**src/rtl/alu8_pkg.sv**
```systemverilog
// Package: shared operation codes, flag positions and decode record for the
// byte ALU. Assumes an 8-bit status register ordered I,T,H,S,V,N,Z,C.
package alu8_pkg;

    typedef enum logic [3:0] {
        OP_ADD   = 4'd0,
        OP_ADC   = 4'd1,
        OP_SUB   = 4'd2,
        OP_SBC   = 4'd3,
        OP_CP    = 4'd4,
        OP_CPC   = 4'd5,
        OP_INC   = 4'd6,
        OP_DEC   = 4'd7,
        OP_AND   = 4'd8,
        OP_OR    = 4'd9,
        OP_XOR   = 4'd10,
        OP_COM   = 4'd11,
        OP_NEG   = 4'd12,
        OP_RSV13 = 4'd13,
        OP_RSV14 = 4'd14,
        OP_RSV15 = 4'd15
    } alu_op_e;

    typedef enum logic [1:0] {
        LG_AND = 2'd0,
        LG_OR  = 2'd1,
        LG_XOR = 2'd2,
        LG_COM = 2'd3
    } lg_sel_e;

    localparam int STAT_W = 8;
    localparam int FL_C = 0;
    localparam int FL_Z = 1;
    localparam int FL_N = 2;
    localparam int FL_V = 3;
    localparam int FL_S = 4;
    localparam int FL_H = 5;
    localparam int FL_T = 6;
    localparam int FL_I = 7;

    localparam logic [STAT_W-1:0] MASK_FULL = 8'b0011_1111;
    localparam logic [STAT_W-1:0] MASK_SVNZ = 8'b0001_1110;
    localparam logic [STAT_W-1:0] MASK_NONE = 8'b0000_0000;

    typedef struct packed {
        logic              arith;    // adder path selected
        logic              logic_en; // bitwise path selected
        logic              sub;      // adder subtracts
        logic              use_cin;  // take stored C as carry/borrow in
        logic              x_zero;   // first adder input forced to zero (negate)
        logic              y_one;    // second adder input forced to one (inc/dec)
        logic              wr;       // destination write enable
        logic              chain_z;  // Z may only be kept or cleared
        lg_sel_e           lsel;     // bitwise function
        logic [STAT_W-1:0] mask;     // flags this operation changes
    } alu_ctrl_t;

endpackage

```
**src/rtl/alu8_decode.sv**
```systemverilog
// Module: alu8_decode
// Turns an operation code into the control record that steers the datapath
// and the flag merge. Purely combinational; reserved codes decode to a no-op.
module alu8_decode
    import alu8_pkg::*;
(
    input  alu_op_e   op_i,
    output alu_ctrl_t ctrl_o
);

    // Per-operation control record.
    always_comb begin
        ctrl_o = '{arith: 1'b0, logic_en: 1'b0, sub: 1'b0, use_cin: 1'b0,
                   x_zero: 1'b0, y_one: 1'b0, wr: 1'b0, chain_z: 1'b0,
                   lsel: LG_AND, mask: MASK_NONE};
        unique case (op_i)
            OP_ADD, OP_ADC: begin
                ctrl_o.arith   = 1'b1;
                ctrl_o.use_cin = (op_i == OP_ADC);
                ctrl_o.wr      = 1'b1;
                ctrl_o.mask    = MASK_FULL;
            end
            OP_SUB, OP_SBC, OP_CP, OP_CPC: begin
                ctrl_o.arith   = 1'b1;
                ctrl_o.sub     = 1'b1;
                ctrl_o.use_cin = (op_i == OP_SBC) || (op_i == OP_CPC);
                ctrl_o.chain_z = (op_i == OP_SBC) || (op_i == OP_CPC);
                ctrl_o.wr      = (op_i == OP_SUB) || (op_i == OP_SBC);
                ctrl_o.mask    = MASK_FULL;
            end
            OP_INC, OP_DEC: begin
                ctrl_o.arith = 1'b1;
                ctrl_o.sub   = (op_i == OP_DEC);
                ctrl_o.y_one = 1'b1;
                ctrl_o.wr    = 1'b1;
                ctrl_o.mask  = MASK_SVNZ;
            end
            OP_NEG: begin
                ctrl_o.arith  = 1'b1;
                ctrl_o.sub    = 1'b1;
                ctrl_o.x_zero = 1'b1;
                ctrl_o.wr     = 1'b1;
                ctrl_o.mask   = MASK_FULL;
            end
            OP_AND, OP_OR, OP_XOR, OP_COM: begin
                ctrl_o.logic_en = 1'b1;
                ctrl_o.wr       = 1'b1;
                ctrl_o.mask     = MASK_SVNZ;
                ctrl_o.lsel     = lg_sel_e'(op_i[1:0]);
            end
            default: begin
                ctrl_o.mask = MASK_NONE;
            end
        endcase
    end

endmodule

```
**src/rtl/alu8_addsub.sv**
```systemverilog
// Module: alu8_addsub
// Shared adder/subtractor with carry or borrow in. Derives carry/borrow,
// half carry/borrow and signed overflow from operand and result sign bits.
// Assumes DATA_W is even and at least 4, so the half point is bit DATA_W/2-1.
module alu8_addsub #(
    parameter int DATA_W = 8
) (
    input  logic [DATA_W-1:0] x_i,
    input  logic [DATA_W-1:0] y_i,
    input  logic              sub_i,
    input  logic              cin_i,
    output logic [DATA_W-1:0] r_o,
    output logic              c_o,
    output logic              h_o,
    output logic              v_o
);

    localparam int MSB = DATA_W - 1;
    localparam int HB  = DATA_W / 2 - 1;

    logic [DATA_W-1:0] y_eff;
    logic              cin_eff;

    // Two's complement subtraction: invert subtrahend and the borrow.
    always_comb begin
        y_eff   = sub_i ? ~y_i : y_i;
        cin_eff = sub_i ? ~cin_i : cin_i;
        r_o     = x_i + y_eff + {{(DATA_W-1){1'b0}}, cin_eff};
    end

    // Carry, half carry and overflow from the sign-bit equations.
    always_comb begin
        if (!sub_i) begin
            c_o = (x_i[MSB] & y_i[MSB]) | (y_i[MSB] & ~r_o[MSB]) | (~r_o[MSB] & x_i[MSB]);
            h_o = (x_i[HB] & y_i[HB]) | (y_i[HB] & ~r_o[HB]) | (~r_o[HB] & x_i[HB]);
            v_o = (x_i[MSB] & y_i[MSB] & ~r_o[MSB]) | (~x_i[MSB] & ~y_i[MSB] & r_o[MSB]);
        end else begin
            c_o = (~x_i[MSB] & y_i[MSB]) | (y_i[MSB] & r_o[MSB]) | (r_o[MSB] & ~x_i[MSB]);
            h_o = (~x_i[HB] & y_i[HB]) | (y_i[HB] & r_o[HB]) | (r_o[HB] & ~x_i[HB]);
            v_o = (x_i[MSB] & ~y_i[MSB] & ~r_o[MSB]) | (~x_i[MSB] & y_i[MSB] & r_o[MSB]);
        end
    end

endmodule

```
**src/rtl/alu8_logic.sv**
```systemverilog
// Module: alu8_logic
// Bitwise unit: AND, OR, XOR of both operands, or inverse of the first.
// Purely combinational, one output bit per input bit pair.
module alu8_logic
    import alu8_pkg::*;
#(
    parameter int DATA_W = 8
) (
    input  logic [DATA_W-1:0] a_i,
    input  logic [DATA_W-1:0] b_i,
    input  lg_sel_e           sel_i,
    output logic [DATA_W-1:0] r_o
);

    // Per-bit function selection.
    for (genvar i = 0; i < DATA_W; i++) begin : g_bit
        always_comb begin
            unique case (sel_i)
                LG_AND:  r_o[i] = a_i[i] & b_i[i];
                LG_OR:   r_o[i] = a_i[i] | b_i[i];
                LG_XOR:  r_o[i] = a_i[i] ^ b_i[i];
                default: r_o[i] = ~a_i[i];
            endcase
        end
    end

endmodule

```
**src/rtl/alu8_core.sv**
```systemverilog
// Module: alu8_core (top)
// Byte ALU with per-operation flag mask and a clocked status register.
// The stored C feeds carry-chained operations, the stored Z feeds chained zero
// tests. I and T are never modified. Synchronous active-low reset.
module alu8_core
    import alu8_pkg::*;
#(
    parameter int DATA_W = 8
) (
    input  logic              clk,
    input  logic              rst_n,
    input  logic [3:0]        op_i,
    input  logic [DATA_W-1:0] a_i,
    input  logic [DATA_W-1:0] b_i,
    input  logic              exec_i,
    output logic [DATA_W-1:0] result_o,
    output logic              wr_en_o,
    output logic [STAT_W-1:0] flag_mask_o,
    output logic [STAT_W-1:0] flags_next_o,
    output logic [STAT_W-1:0] status_o
);

    localparam int MSB = DATA_W - 1;

    alu_op_e           op_e;
    alu_ctrl_t         ctrl;
    logic [DATA_W-1:0] x_in, y_in, ar_res, lg_res;
    logic              ar_c, ar_h, ar_v, cin;
    logic [STAT_W-1:0] status_q, calc;
    logic              n_f, z_raw, z_f, v_f;

    assign op_e = alu_op_e'(op_i);

    alu8_decode u_decode (
        .op_i   (op_e),
        .ctrl_o (ctrl)
    );

    // Adder operand and carry-in selection.
    always_comb begin
        x_in = ctrl.x_zero ? '0 : a_i;
        y_in = ctrl.y_one ? {{(DATA_W-1){1'b0}}, 1'b1} : (ctrl.x_zero ? a_i : b_i);
        cin  = ctrl.use_cin & status_q[FL_C];
    end

    alu8_addsub #(.DATA_W(DATA_W)) u_addsub (
        .x_i   (x_in),
        .y_i   (y_in),
        .sub_i (ctrl.sub),
        .cin_i (cin),
        .r_o   (ar_res),
        .c_o   (ar_c),
        .h_o   (ar_h),
        .v_o   (ar_v)
    );

    alu8_logic #(.DATA_W(DATA_W)) u_logic (
        .a_i   (a_i),
        .b_i   (b_i),
        .sel_i (ctrl.lsel),
        .r_o   (lg_res)
    );

    // Result select and flag computation.
    always_comb begin
        result_o = ctrl.arith ? ar_res : (ctrl.logic_en ? lg_res : '0);
        n_f      = result_o[MSB];
        z_raw    = (result_o == '0);
        z_f      = ctrl.chain_z ? (z_raw & status_q[FL_Z]) : z_raw;
        v_f      = ctrl.arith & ar_v;
        calc     = '0;
        calc[FL_C] = ar_c;
        calc[FL_Z] = z_f;
        calc[FL_N] = n_f;
        calc[FL_V] = v_f;
        calc[FL_S] = n_f ^ v_f;
        calc[FL_H] = ar_h;
    end

    // Masked merge into the next status value.
    always_comb begin
        wr_en_o      = ctrl.wr;
        flag_mask_o  = ctrl.mask;
        flags_next_o = (status_q & ~ctrl.mask) | (calc & ctrl.mask);
    end

    // Status register: clear on reset, load on execute, hold otherwise.
    always_ff @(posedge clk) begin
        if (!rst_n)      status_q <= '0;
        else if (exec_i) status_q <= flags_next_o;
    end

    assign status_o = status_q;

    // Assertion arming: set once a reset edge has been seen.
    logic chk_armed;
    always_ff @(posedge clk) begin
        if (!rst_n) chk_armed <= 1'b1;
    end

    p_it_hold_r11: assert property (@(posedge clk) disable iff (!rst_n)
        (chk_armed && exec_i) |=> status_o[FL_I:FL_T] == $past(status_o[FL_I:FL_T]));

    p_unmasked_hold_r11: assert property (@(posedge clk) disable iff (!rst_n)
        (chk_armed && exec_i) |=> ((status_o ^ $past(status_o)) & ~$past(flag_mask_o)) == '0);

    p_idle_hold_r11: assert property (@(posedge clk) disable iff (!rst_n)
        (chk_armed && !exec_i) |=> $stable(status_o));

    p_cmp_nowrite_r3: assert property (@(posedge clk) disable iff (!rst_n)
        (op_i == OP_CP || op_i == OP_CPC) |-> !wr_en_o);

    p_sign_rule_r6: assert property (@(posedge clk) disable iff (!rst_n)
        chk_armed |-> status_o[FL_S] == (status_o[FL_N] ^ status_o[FL_V]));

    p_neg_min_r1: assert property (@(posedge clk) disable iff (!rst_n)
        (op_i == OP_NEG && a_i == 8'h80) |-> result_o == 8'h80);

    p_chain_zero_r10: assert property (@(posedge clk) disable iff (!rst_n)
        ((op_i == OP_SBC || op_i == OP_CPC) && !status_o[FL_Z]) |-> !flags_next_o[FL_Z]);

    p_inc_keep_c_r4: assert property (@(posedge clk) disable iff (!rst_n)
        (op_i == OP_INC || op_i == OP_DEC) |-> flags_next_o[FL_C] == status_o[FL_C]);

endmodule

```
**config.mk**
```make
export PLATFORM = sky130hd
export DESIGN_NAME = alu8_core
export DESIGN_NICKNAME = d
export VERILOG_FILES = /design/src/rtl/alu8_pkg.sv /design/src/rtl/alu8_decode.sv /design/src/rtl/alu8_addsub.sv /design/src/rtl/alu8_logic.sv /design/src/rtl/alu8_core.sv
export SDC_FILE = /design/constraint.sdc
export NUM_CORES = 1
export LEC_CHECK = 0
export ABC_AREA = 0
export BUFFER_PORTS_ARGS = -buffer_cell sky130_fd_sc_hd__buf_4
export CORE_AREA = 2 2 65 67
export CTS_CLUSTER_SIZE = 12
export DETAILED_ROUTE_END_ITERATION = 16
export DIE_AREA = 0 0 67 69
export PLACE_DENSITY = 0.84
export SLEW_MARGIN = 15
export SYNTH_ARGS = -nofsm -noshare
export SYNTH_HDL_FRONTEND = slang
export SYNTH_SLANG_ARGS = --single-unit
```
**constraint.sdc**
```tcl
create_clock -name clk -period 5.83 [get_ports clk]
set_input_delay 1.166 -clock clk [delete_from_list [all_inputs] [get_ports clk]]
set_output_delay 1.166 -clock clk [all_outputs]
set_load 0.01 [all_outputs]
```
==> run summary <==
status = completed
number of gates resized after CTS = 0
Hold WS = 542 ps
Largest register FFs = 6
Num CTS Buffers = 3
max_cap viols = 0
setup TNS = 0 ps
P per Cell Area = 168 nW/µm²
initial drt markers = 110
synthesis-to-layout area growth = 17.4%
std cell rows = 23
Post-synth ARST share = 0%
Max VDD drop = 0.0000562 V
CP startpoint kind = input pin
Worst-path clk slew = 40 ps
clock group share of total power = 15.2%
port bufs = 49
die area = 4620 µm²
Skew-Pair Late Insertion Delay = 220 ps
H-tree Lvls = 1
final worst path period need = 5490 ps
Critical Path Sink Type = output pin
main flop type after synthesis = dfxtp_1
synth warn = 0
Post-synth EDFFs = 0
Setup Crit Path Kind = input pin to output pin
routability cong. = 0.924
combinational share of power = 72.8%
largest net degree at the start of global routing = 32
synthesized area = 2060 µm²
data required time of the worst path = 4660 ps
final WL = 5470 µm
Residual DRC = 0
Seq/Total Area, Yosys = 5.84%
DR WL/cell = 14.3 µm
core area = 3910 µm²
antenna cells = 0
P_int = 0.000222 W
worst slew pin tran = 699 ps
die height = 69 µm
aggregate global routing overflow = 0
clk_skew = 2.68 ps
TritonRoute pass-1 iters = 4
HPWL after DPL = 4320 µm
Top-Level Pins = 56
total track usage = 24.0%
clock sink total = 6
final hold vios = 0
Sw Share = 45.0%
ANT nets after route = 0
vias per cell = 5.92
Hold Buf Count CTS = 0
count leader, synth = inv_1
Layout Nets = 381
antenna violations before repair = 0
largest area contributor in the netlist = ha_1
FF+latch count, synth = 6
synth unique cells = 55
CTS tree = built
maximum clock rate = 182 MHz
Clock Path Buffers = 2
Final Max Tran Viols = 0
FILL cells = 380
postcts setup bufs = 0
Synth Area per Inst = 6.91 µm²
CTS root buf = clkbuf_8
layout cells sized above 1 = 22.3%
Leak = 1.16 nW
first-pass GRT wire length = 9090 µm
Final setup viols = 0
Seq pwr share = 12.0%
Die Wd = 67 µm
Vias = 2261
WP data arrival = 4320 ps
Starting Density = 52.6%
Worst slew margin = 53.3%
Crit Path Max Fanout = 23
Synth top cells by count = inv_1 (35), a21oi_1 (34), nand2_1 (26)
unrepaired setup endpoints after global routing = false
Hold Path Class = register to register
Psw = 0.000182 W
Final period util = 94.1%
top cells by area, synth = ha_1 (13%), a21oi_1 (8.3%), inv_1 (6.4%), dfxtp_1 (5.8%), o21ai_0 (5.6%)
area share of the largest cell type after synthesis = 13.4%
Mapped Cells = 298
vias in the first global route = 2080
[metrics by stage]
step	worst slack, ps	cell area [µm²]	cells	power, W	utilization, %
6_report	341	2420	382	0.000405	61.7
5_1_grt	121	2420	382	0.000439	61.7
4_1_cts	412	2420	382	0.000403	61.7
3_5_place_dp	428	2370	379	0.000340	60.7
3_3_place_gp	463	2370	379	0.000335	60.7
2_1_floorplan	455	2080	303	0.000247	-
[logic make-up (layout without fill, tap and decap cells)]
| logic type | Yosys count | count (layout) | synth area share (%) |
|---|---|---|---|
| fa+ha+maj | 25 | 25 | 15.8 |
| other cells | 1 | 6 | 0.182 |
| mux | 11 | 11 | 8.45 |
| xor+xnor | 9 | 9 | 4.50 |
| compound gates | 105 | 105 | 32.4 |
| flops | 6 | 6 | 5.84 |
| buf+inv | 61 | 90 | 13.7 |
| simple gates | 80 | 80 | 19.1 |
[area by class of cell]
class | instances | area (µm²) | share of cell area, %
multi-input combinational | 236 | 1670 | 69.3
timing repair buffer | 51 | 383 | 15.8
inverter | 36 | 135 | 5.59
sequential | 6 | 120 | 4.97
tap | 50 | 62.6 | 2.59
clock buffer | 3 | 41.3 | 1.71
[layout by cell type, fill, tap and decap left out, drive strengths merged, types with 5 or more instances in the layout]
cell and n:
conb 6, nand3 5, nand2 28, mux4 5, ha 22, xnor2 5
buf 51, a21oi 35, nor2b 8, o21ai 25, dfxtp 6, nor2 20
inv 36, o22ai 11, mux2i 5
[routing by layer]
| metal | wire, µm | track usage (%) |
|---|---|---|
| met3 | 398 | 2.61 |
| met2 | 2640 | 39.3 |
| met4 | 131 | 8.84 |
| met5 | 0 | 0 |
| met1 | 2300 | 31.7 |
[power by group through the flow]
stage | Combinational [W] | Sequential [W] | Clock [W]
2_1_floorplan | 0.000198 | 0.0000499 | 0
3_3_place_gp | 0.000286 | 0.0000490 | 0
3_5_place_dp | 0.000291 | 0.0000491 | 0
4_1_cts | 0.000292 | 0.0000485 | 0.0000626
5_1_grt | 0.000325 | 0.0000490 | 0.0000648
6_report | 0.000295 | 0.0000485 | 0.0000616
[worst max-delay path, cell delays in order]
cell and delay (ps):
buf_4 200, nand2b_1 190, or2_2 320, o21ai_0 90, a21oi_1 110, fa_1 480, fa_1 430, xor2_1 200
o2111ai_1 170, a221oi_1 440, nand4b_1 200, a21oi_1 190, buf_4 140
[final timing paths]
check	startpoint	end	depth (start not counted)	slack (ps)
worst max register to register	status_o[0]$_SDFFE_PN0P_	status_o[1]$_SDFFE_PN0P_	11	2960
worst min-delay path	status_o[1]$_SDFFE_PN0P_	status_o[1]$_SDFFE_PN0P_	2	540
worst max-delay path	op_i[3]	flags_next_o[1]	13	340
worst min register to register	status_o[1]$_SDFFE_PN0P_	status_o[1]$_SDFFE_PN0P_	2	540
(Power assumes the default switching activity.)
